--- config.mk ---
export PLATFORM = sky130hd
export DESIGN_NAME = fdc_head_pos
export DESIGN_NICKNAME = d
export VERILOG_FILES = /design/src/rtl/hpos_pkg.sv /design/src/rtl/hpos_decode.sv /design/src/rtl/hpos_rate.sv /design/src/rtl/hpos_timer.sv /design/src/rtl/fdc_head_pos.sv
export SDC_FILE = /design/constraint.sdc
export NUM_CORES = 1
export LEC_CHECK = 0
export BUFFER_PORTS_ARGS = -buffer_cell sky130_fd_sc_hd__buf_2
export CAP_MARGIN = 0
export CORE_AREA = 5 5 88 90
export DETAILED_ROUTE_END_ITERATION = 6
export DIE_AREA = 0 0 93 95
export GPL_ROUTABILITY_DRIVEN = 0
export PLACE_DENSITY_LB_ADDON = 0.05
export SYNTH_ARGS = -nofsm -noshare
export SYNTH_HDL_FRONTEND = slang
export SYNTH_SLANG_ARGS = --single-unit
--- constraint.sdc ---
create_clock -name clk -period 4.2 [get_ports clk]
set_input_delay 0.21 -clock clk [delete_from_list [all_inputs] [get_ports clk]]
set_output_delay 0.21 -clock clk [all_outputs]
set_load 0.02 [all_outputs]
--- src/rtl/hpos_pkg.sv ---
package hpos_pkg;

    typedef enum logic [2:0] {
        K_NONE,
        K_RESTORE,
        K_SEEK,
        K_STEP,
        K_STEPIN,
        K_STEPOUT
    } kind_e;

    typedef enum logic [1:0] {
        S_IDLE,
        S_CHECK,
        S_PULSE,
        S_WAIT
    } state_e;

    typedef struct packed {
        kind_e      kind;
        logic       upd;
        logic       hload;
        logic       verify;
        logic [1:0] rate;
    } cmd_t;

    // step period in 100 us units for the fast clock; doubled for the slow clock
    function automatic logic [8:0] rate_units(logic [1:0] r, logic test, logic fast);
        logic [8:0] u;
        if (test) begin
            case (r)
                2'd0:    u = 9'd30;
                2'd1:    u = 9'd60;
                2'd2:    u = 9'd100;
                default: u = 9'd150;
            endcase
        end else begin
            u = 9'd2;
        end
        if (!fast) u = u << 1;
        return u;
    endfunction

endpackage

--- src/rtl/hpos_decode.sv ---
module hpos_decode
    import hpos_pkg::*;
(
    input  logic [7:0] cmd_byte,
    output cmd_t       word
);
    always_comb begin
        word.upd    = cmd_byte[4];
        word.hload  = cmd_byte[3];
        word.verify = cmd_byte[2];
        word.rate   = cmd_byte[1:0];
        casez (cmd_byte[7:4])
            4'b0000: word.kind = K_RESTORE;
            4'b0001: word.kind = K_SEEK;
            4'b001?: word.kind = K_STEP;
            4'b010?: word.kind = K_STEPIN;
            4'b011?: word.kind = K_STEPOUT;
            default: word.kind = K_NONE;
        endcase
    end
endmodule

--- src/rtl/hpos_rate.sv ---
module hpos_rate
    import hpos_pkg::*;
#(
    parameter int UNIT_CYCLES = 100,
    parameter int CNT_W       = 15
) (
    input  logic [1:0]       rate,
    input  logic             test_mode,
    input  logic             clk_fast,
    output logic [CNT_W-1:0] reload
);
    logic [8:0]       units;
    logic [CNT_W-1:0] cycles;

    always_comb begin
        units  = rate_units(rate, test_mode, clk_fast);
        cycles = CNT_W'(units) * CNT_W'(UNIT_CYCLES);
        reload = cycles - CNT_W'(1);
    end
endmodule

--- src/rtl/hpos_timer.sv ---
module hpos_timer #(
    parameter int CNT_W = 15
) (
    input  logic             clk,
    input  logic             rst_n,
    input  logic             load,
    input  logic [CNT_W-1:0] load_val,
    input  logic             run,
    output logic             expired
);
    logic [CNT_W-1:0] cnt_d, cnt_q;

    always_comb begin
        cnt_d = cnt_q;
        if (load)
            cnt_d = load_val;
        else if (run && cnt_q != '0)
            cnt_d = cnt_q - CNT_W'(1);
    end

    always_ff @(posedge clk) begin
        if (!rst_n) cnt_q <= '0;
        else        cnt_q <= cnt_d;
    end

    assign expired = (cnt_q == '0);
endmodule

--- src/rtl/fdc_head_pos.sv ---
module fdc_head_pos
    import hpos_pkg::*;
#(
    parameter int UNIT_CYCLES = 100,
    parameter int MAX_PULSES  = 256,
    parameter int TRK_W       = 8
) (
    input  logic             clk,
    input  logic             rst_n,
    input  logic             cmd_we,
    input  logic [7:0]       cmd,
    input  logic [TRK_W-1:0] data_reg,
    input  logic             trk0,
    input  logic             test_mode,
    input  logic             clk_fast,
    output logic             step,
    output logic             dirc,
    output logic [TRK_W-1:0] track,
    output logic             head_load,
    output logic [7:0]       status,
    output logic             intrq
);
    localparam int CNT_W = $clog2(300 * UNIT_CYCLES);
    localparam int PCW   = $clog2(MAX_PULSES + 1);

    typedef struct packed {
        state_e           state;
        cmd_t             cw;
        logic [TRK_W-1:0] target;
        logic [TRK_W-1:0] track;
        logic             dir;
        logic             step;
        logic             busy;
        logic             intrq;
        logic             gave_up;
        logic [PCW-1:0]   pulses;
    } regs_t;

    regs_t r_d, r_q;

    cmd_t             dec;
    logic [CNT_W-1:0] reload;
    logic             tmr_load;
    logic             tmr_run;
    logic             tmr_expired;

    hpos_decode u_dec (
        .cmd_byte (cmd),
        .word     (dec)
    );

    hpos_rate #(
        .UNIT_CYCLES (UNIT_CYCLES),
        .CNT_W       (CNT_W)
    ) u_rate (
        .rate      (r_q.cw.rate),
        .test_mode (test_mode),
        .clk_fast  (clk_fast),
        .reload    (reload)
    );

    hpos_timer #(
        .CNT_W (CNT_W)
    ) u_tmr (
        .clk      (clk),
        .rst_n    (rst_n),
        .load     (tmr_load),
        .load_val (reload),
        .run      (tmr_run),
        .expired  (tmr_expired)
    );

    logic moves_track;
    logic repeats;

    always_comb begin
        r_d      = r_q;
        r_d.step = 1'b0;
        tmr_load = 1'b0;
        tmr_run  = 1'b0;

        moves_track = (r_q.cw.kind == K_SEEK) ||
                      (r_q.cw.upd && (r_q.cw.kind == K_STEP ||
                                      r_q.cw.kind == K_STEPIN ||
                                      r_q.cw.kind == K_STEPOUT));
        repeats     = (r_q.cw.kind == K_RESTORE) || (r_q.cw.kind == K_SEEK);

        case (r_q.state)
            S_IDLE: begin
                if (cmd_we && dec.kind != K_NONE) begin
                    r_d.cw      = dec;
                    r_d.target  = data_reg;
                    r_d.busy    = 1'b1;
                    r_d.intrq   = 1'b0;
                    r_d.gave_up = 1'b0;
                    r_d.pulses  = '0;
                    r_d.state   = S_CHECK;
                end
            end

            S_CHECK: begin
                case (r_q.cw.kind)
                    K_RESTORE: begin
                        if (trk0) begin
                            r_d.track = '0;
                            r_d.busy  = 1'b0;
                            r_d.intrq = 1'b1;
                            r_d.state = S_IDLE;
                        end else if (r_q.pulses == PCW'(MAX_PULSES)) begin
                            r_d.gave_up = 1'b1;
                            r_d.busy    = 1'b0;
                            r_d.intrq   = 1'b1;
                            r_d.state   = S_IDLE;
                        end else begin
                            r_d.dir   = 1'b0;
                            r_d.state = S_PULSE;
                        end
                    end
                    K_SEEK: begin
                        if (r_q.track == r_q.target) begin
                            r_d.busy  = 1'b0;
                            r_d.intrq = 1'b1;
                            r_d.state = S_IDLE;
                        end else begin
                            r_d.dir   = (r_q.target > r_q.track);
                            r_d.state = S_PULSE;
                        end
                    end
                    K_STEPIN: begin
                        r_d.dir   = 1'b1;
                        r_d.state = S_PULSE;
                    end
                    K_STEPOUT: begin
                        r_d.dir   = 1'b0;
                        r_d.state = S_PULSE;
                    end
                    default: begin
                        r_d.state = S_PULSE;
                    end
                endcase
            end

            S_PULSE: begin
                r_d.step   = 1'b1;
                tmr_load   = 1'b1;
                r_d.pulses = r_q.pulses + PCW'(1);
                if (moves_track) begin
                    if (r_q.dir) r_d.track = r_q.track + TRK_W'(1);
                    else         r_d.track = r_q.track - TRK_W'(1);
                end
                r_d.state  = S_WAIT;
            end

            S_WAIT: begin
                tmr_run = 1'b1;
                if (tmr_expired) begin
                    if (repeats) begin
                        r_d.state = S_CHECK;
                    end else begin
                        r_d.busy  = 1'b0;
                        r_d.intrq = 1'b1;
                        r_d.state = S_IDLE;
                    end
                end
            end

            default: r_d.state = S_IDLE;
        endcase
    end

    always_ff @(posedge clk) begin
        if (!rst_n) begin
            r_q.state   <= S_IDLE;
            r_q.cw      <= '{kind: K_NONE, upd: 1'b0, hload: 1'b0, verify: 1'b0, rate: 2'b00};
            r_q.target  <= '0;
            r_q.track   <= '0;
            r_q.dir     <= 1'b0;
            r_q.step    <= 1'b0;
            r_q.busy    <= 1'b0;
            r_q.intrq   <= 1'b0;
            r_q.gave_up <= 1'b0;
            r_q.pulses  <= '0;
        end else begin
            r_q <= r_d;
        end
    end

    assign step      = r_q.step;
    assign dirc      = r_q.dir;
    assign track     = r_q.track;
    assign head_load = r_q.cw.hload;
    assign intrq     = r_q.intrq;
    assign status    = {3'b000, r_q.gave_up, r_q.cw.verify, trk0, r_q.cw.hload, r_q.busy};

endmodule

Word-level counts from Yosys, hierarchy flattened:

Index checks and enable logic that the tools add are counted.

* register bits after elaboration: 55
* input port bits: 22
* output and inout port bits: 20
* word-level logic and storage cells: 115

* add/sub/neg operators: 5
* multiply operators: 1
* magnitude comparators: 1
* equal/unequal tests: 30
* muxes and demuxes: 37
* reductions and logical operators: 26

Operators by type and width (number)
* 2-to-1 mux 8 bit: 5
* 2-to-1 mux 15 bit: 2
* subtractor 15 x 1 -> 15 bit, second input constant: 2
* one-hot mux 8 bit (3 select lines): 1
* inequality test 2 bit, second input constant: 11
* 2-to-1 mux 18 bit: 1
* one-hot mux 9 bit (2 select lines): 1
* 2-to-1 mux 2 bit: 8
* one-hot mux 8 bit (2 select lines): 1
* logical NOT 15 bit: 1
* one-hot mux 3 bit (5 select lines): 1
* nonzero test 15 bit: 1
* multiplier 9 x 5 -> 13 bit, second input constant: 1
* == test 3 x 2 -> 1 bit, second input constant: 4
* 2-to-1 mux 12 bit: 1
* AND reduction 5 bit: 2
* adder 9 x 1 -> 9 bit, second input constant: 1
* == test 9 bit, second input constant: 1
* 2-to-1 mux 9 bit: 1
* adder 8 x 1 -> 8 bit, second input constant: 1
* == test 8 bit: 1
* > comparator 8 bit: 1
* 2-to-1 mux 1 bit: 8
* one-hot mux 2 bit (2 select lines): 2
* 23 further kinds: 41

Depth between registers and ports, before layout:

* word-level depth: 7
* gate-level depth with buffers: 18
* gate-level depth less buffers: 18

Hierarchy:

A second synthesis with hierarchy kept.

* cell total of the unflattened synthesis: 524
* area, all modules: 4250.3 um^2

Modules (own cells, without submodules)
* fdc_head_pos: instances 1, cells each 294, area each 2378.5 um^2
* hpos_rate: instances 1, cells each 114, area each 939.7 um^2
* hpos_timer: instances 1, cells each 106, area each 865.8 um^2
* hpos_decode: instances 1, cells each 10, area each 66.3 um^2

Worst setup path after synthesis:

Ideal clock, no wire load.

* path kind: register to register
* start: register r_q[30] (netlist bit)
* end: register u_tmr.cnt_q[13]
* setup time: 0.132 ns
* arrival: 3.646 ns
* slack: 0.422 ns
* stages on the path, launching flop included: 17
* period minus slack after synthesis: 3.778 ns
* cells stage by stage: dfxtp_1 > inv_1 > ha_1 > or2_2 > nand2_1 > mux2i_1 > and2_1 > ha_1 > ha_1 > fa_1 > ha_1 > a21o_1 > a311o_1 > a21oi_1 > xnor2_1 > xnor2_1 > a21oi_1

* longest elaborated chain between the ends: 7
* elaborated cells between the ends (all ways): 9
* classes of those cells: 1 x add/sub; 1 x mul; 2 x eq/ne; 4 x mux; 1 x reduce/logical

RTL lines
* start: declaration: RTL line fdc_head_pos.sv:39 `regs_t r_d, r_q;`
* start signal: assignment: RTL line fdc_head_pos.sv:184 `r_q <= r_d;`
* == test 2 bit, or another cell as far along: RTL line hpos_pkg.sv:31 `case (r)`
* one-hot mux 8 bit (3 select lines) (*): RTL line hpos_pkg.sv:31
* 2-to-1 mux 8 bit (*): RTL line hpos_pkg.sv:30 `if (test) begin`
* 2-to-1 mux 9 bit (*): RTL line hpos_pkg.sv:40 `if (!fast) u = u << 1;`
* multiplier 9 x 5 -> 13 bit (*): RTL line hpos_rate.sv:17 `cycles = CNT_W'(units) * CNT_W'(UNIT_CYCLES);`
* subtractor 15 x 1 -> 15 bit (*): RTL line hpos_rate.sv:18 `reload = cycles - CNT_W'(1);`
* 2-to-1 mux 15 bit (*): RTL line hpos_timer.sv:15 `if (load)`
* end signal: assignment: RTL line hpos_timer.sv:23 `else cnt_q <= cnt_d;`
* end: declaration: RTL line hpos_timer.sv:11 `logic [CNT_W-1:0] cnt_d, cnt_q;`

Every way passes the cells marked *; elsewhere a longest branch is shown, timed or not.
A chain may end at the register's enable or synchronous reset.

Final worst setup path:

Ends and elaborated chain as after synthesis.

==> metrics.yaml <==
power:
  power.total_mw: 1.92
  pwr-share-clk_pct: 17.1
  internal_power_mw: 1.12
  cellPowerDensity_nw_per_um2: 456
  seqPwrFrac_pct: 36.9
  power_frac_comb_pct: 46.0
  power_switching_mw: 0.808
  p_leak_nw: 1.84
  ir_drop_mv: 0.195
  swShare_pct: 42.0
global_route:
  grt_usage_pct: 19.3
  grt_pass1_wl_mm: 13.9
  grt_max_degree: 43
  grt_overflow: 0
  antenna_found_initial: 0
  grt_pass1_vias: 3069
floorplanning:
  start_util_pct: 56.8
  core-area_um2: 6980
  ioPinCount: 42
  die_y_um: 95
  die-area_um2: 8840
  row_count: 31
  fp.dieW_um: 93
setup_path:
  cp.arrival_ns: 4.12
  rr_worst_depth: 16
  reg2reg_to: "u_tmr.cnt_q[13]"
  critical_path_class: "flip-flop to flip-flop"
  cp_max_fo: 4
  reg2reg_from: "r_q[30]"
  endpoint_kind: "flip-flop"
  startpoint_type: "flip-flop"
  regToRegSetupSlack_ns: 0.29
  crit_required_ns: 4.41
worst_hold_path:
  hp-start: "data_reg[1]"
  holdPathStages: 3
  min_to: "r_q[23]"
  hp-class: "input pin to flip-flop"
synthesis:
  yosysWarningCount: 0
  post-synth-top-area-cell: "dfxtp_1"
  syn_area_um2: 3970
  syn-mean-instance-area_um2: 7.99
  ys_ff_latch: 55
  synth_ff_type: "dfxtp_1"
  synth_edf_count: 0
  synth_top_area_share_pct: 27.8
  ys_seq_area_share_pct: 27.8
  synth_cells: 496
  synthDistinctLibCells: 56
  async_reset_ff_share_pct: 0
  synthTopCellsByArea: "dfxtp_1 (28%), ha_1 (15%), a21oi_1 (5.8%), nand2_1 (4.6%), xnor2_1 (4.4%)"
clock_network:
  h-tree-depth: 2
  cts.sinks: 55
  clk_latency_ns: 0.32
  cts-root-buf: "clkbuf_8"
  clkTransAtPathRegs_ns: 0.12
  numCtsBuffers: 5
  ctsLongestPathBuffers: 2
  cts_tree: "done"
route:
  antenna_left: 0
  drc: 0
  dr_total_vias: 3342
  wl_per_cell_um: 13.9
  dr.pass1.iters: 4
  drt_iter0_drc: 137
  drt-total-wl_mm: 8.25
  viasPerCell: 5.62
final_layout:
  synthToLayoutAreaGrowth_pct: 6.41
  num_antenna_cells: 0
  nFillCells: 666
  drive_above_1_share_pct: 12.7
  layout.nets: 587
timing:
  fmax_ghz: 0.256
  final_hold_viol_count: 0
  tightest_slew_ns: 1.05
  drv_slew: 0
  fin_ws_ns: 0.287
  min_period_over_period_pct: 93.2
  rsz0062_at_grt: "no"
  fin_setup_tns_ns: 0
  fin_hold_ws_ns: 0.107
  max_slew_margin_pct: 29.9
  setup_viol: 0
  layout_min_cycle_time_ns: 3.91
  skew_ns: 0.0114
place:
  portBuffers: 38
  dp_slack_ns: 0.149
  post-dp-hpwl_mm: 6.29
run:
  max_cap_violations: 0
outcome:
  status: "finished, final reports clean"
worst max-delay path: stages, from the launching register on:
cell and delay (ns):
dfxtp_2 0.37, inv_1 0.07, ha_1 0.19, or2_2 0.30, nand2_1 0.09, mux2i_1 0.07, and2_1 0.19, ha_1 0.30
ha_1 0.31, fa_1 0.46, ha_1 0.36, a21o_1 0.21, a311o_1 0.34, a21oi_1 0.17, xnor2_1 0.16, xnor2_1 0.14
a21oi_1 0.08
cell families after synthesis:
group           Yosys count  synth area share (%)
simple gates            175                  21.4
compound gates          114                  18.5
buf+inv                  68                  7.95
flops                    55                  27.8
fa+ha+maj                53                  17.5
xor+xnor                 26                  5.74
mux                       4                  1.07
other cells               1                0.0946
metal layers:
metal,track usage [%],up-vias,share of wire [%],routed length (um)
met4,4.03,0,0.79,65
met1,27.4,1534,52,4250
met5,0,-,0,0
met2,31.3,47,44,3630
met3,2.79,6,3.7,305
li1,-,1755,-,-
state kept, by name, indices dropped and copies added, names as in the netlist, named ones only:
name,flops
track,8
u_tmr.cnt_q,15
step,1
head_load,1
r_q,24
dirc,1
status,3
intrq,1
layout by cell type (no fill, tap or decap), types with 6 or more instances in the layout:
cell type,count
dfxtp_1,53
nand2_1,49
ha_1,49
nor2_1,45
a21oi_1,45
buf_2,38
inv_1,33
xnor2_1,20
o21ai_0,17
nand3_1,16
nor3_1,14
o21a_1,9
or3_1,7
a211oi_1,7
nand4_1,7
xor2_1,6
synth_stat cells, types with 2 or more instances:
cell type / n
xnor2_1: 20
nand2_1: 49
buf_4: 16
o22ai_1: 3
mux2_2: 2
a22oi_1: 3
clkbuf_1: 18
a2111oi_0: 2
nand3_1: 16
nor3b_1: 4
a311o_1: 2
o21ai_0: 17
or3_1: 7
nor2_1: 45
nor3_1: 15
nand2b_1: 5
a21oi_1: 46
a211oi_1: 7
a21boi_0: 2
or2_2: 4
ha_1: 49
o21a_1: 9
mux2i_1: 2
o211a_1: 2
and2_1: 5
nor4_1: 4
o31ai_1: 3
o211ai_1: 3
and3_1: 3
nand4_1: 7
xor2_1: 6
fa_1: 4
a21o_1: 2
inv_1: 33
dfxtp_1: 55
a311oi_1: 2
nor2b_1: 5
stage by stage:
stage	utilization, %	cells	cell area (um^2)
6_report	60.4	595	4220
5_1_grt	60.4	595	4220
4_1_cts	60.2	594	4200
3_5_place_dp	58.7	586	4100
3_3_place_gp	58.7	586	4100
2_1_floorplan	-	498	3970
power by group through the flow:
stage	sequential, mW	clock (mW)	combinational (mW)
final	0.710	0.328	0.886
after global routing	0.725	0.360	1.01
after CTS	0.709	0.344	0.890
after detailed placement	0.721	0	0.883
after global placement	0.719	0	0.872
after floorplan	0.692	0	0.732
worst max path at each step:
| stage | startpoint | depth (start not counted) | to |
|---|---|---|---|
| after CTS | r_q[30] | 16 | u_tmr.cnt_q[14] |
| after detailed placement | r_q[30] | 16 | u_tmr.cnt_q[14] |
| after floorplan | r_q[30] | 16 | u_tmr.cnt_q[13] |
| after global placement | r_q[30] | 16 | u_tmr.cnt_q[13] |
| final | r_q[30] | 16 | u_tmr.cnt_q[13] |
| after global routing | r_q[30] | 16 | u_tmr.cnt_q[14] |
final cells by class:
type	instances	area [um^2]	share of cell area, %
Timing Repair Buffer	41	213	5.04
Clock inverter	3	33.8	0.801
Clock buffer	5	68.8	1.63
Tap cell	82	103	2.43
Inverter	34	128	3.02
Sequential cell	55	1100	26.2
Multi-Input combinational cell	375	2570	60.9
timing repair:
| action | CTS | global route |
|---|---|---|
| setup buffers | 0 | 1 |
| gates resized for setup | 0 | 4 |
| setup endpoints to repair | 0 | 3 |
| hold buffers | 0 | 0 |
No activity file was read; power rests on OpenSTA's default activity.
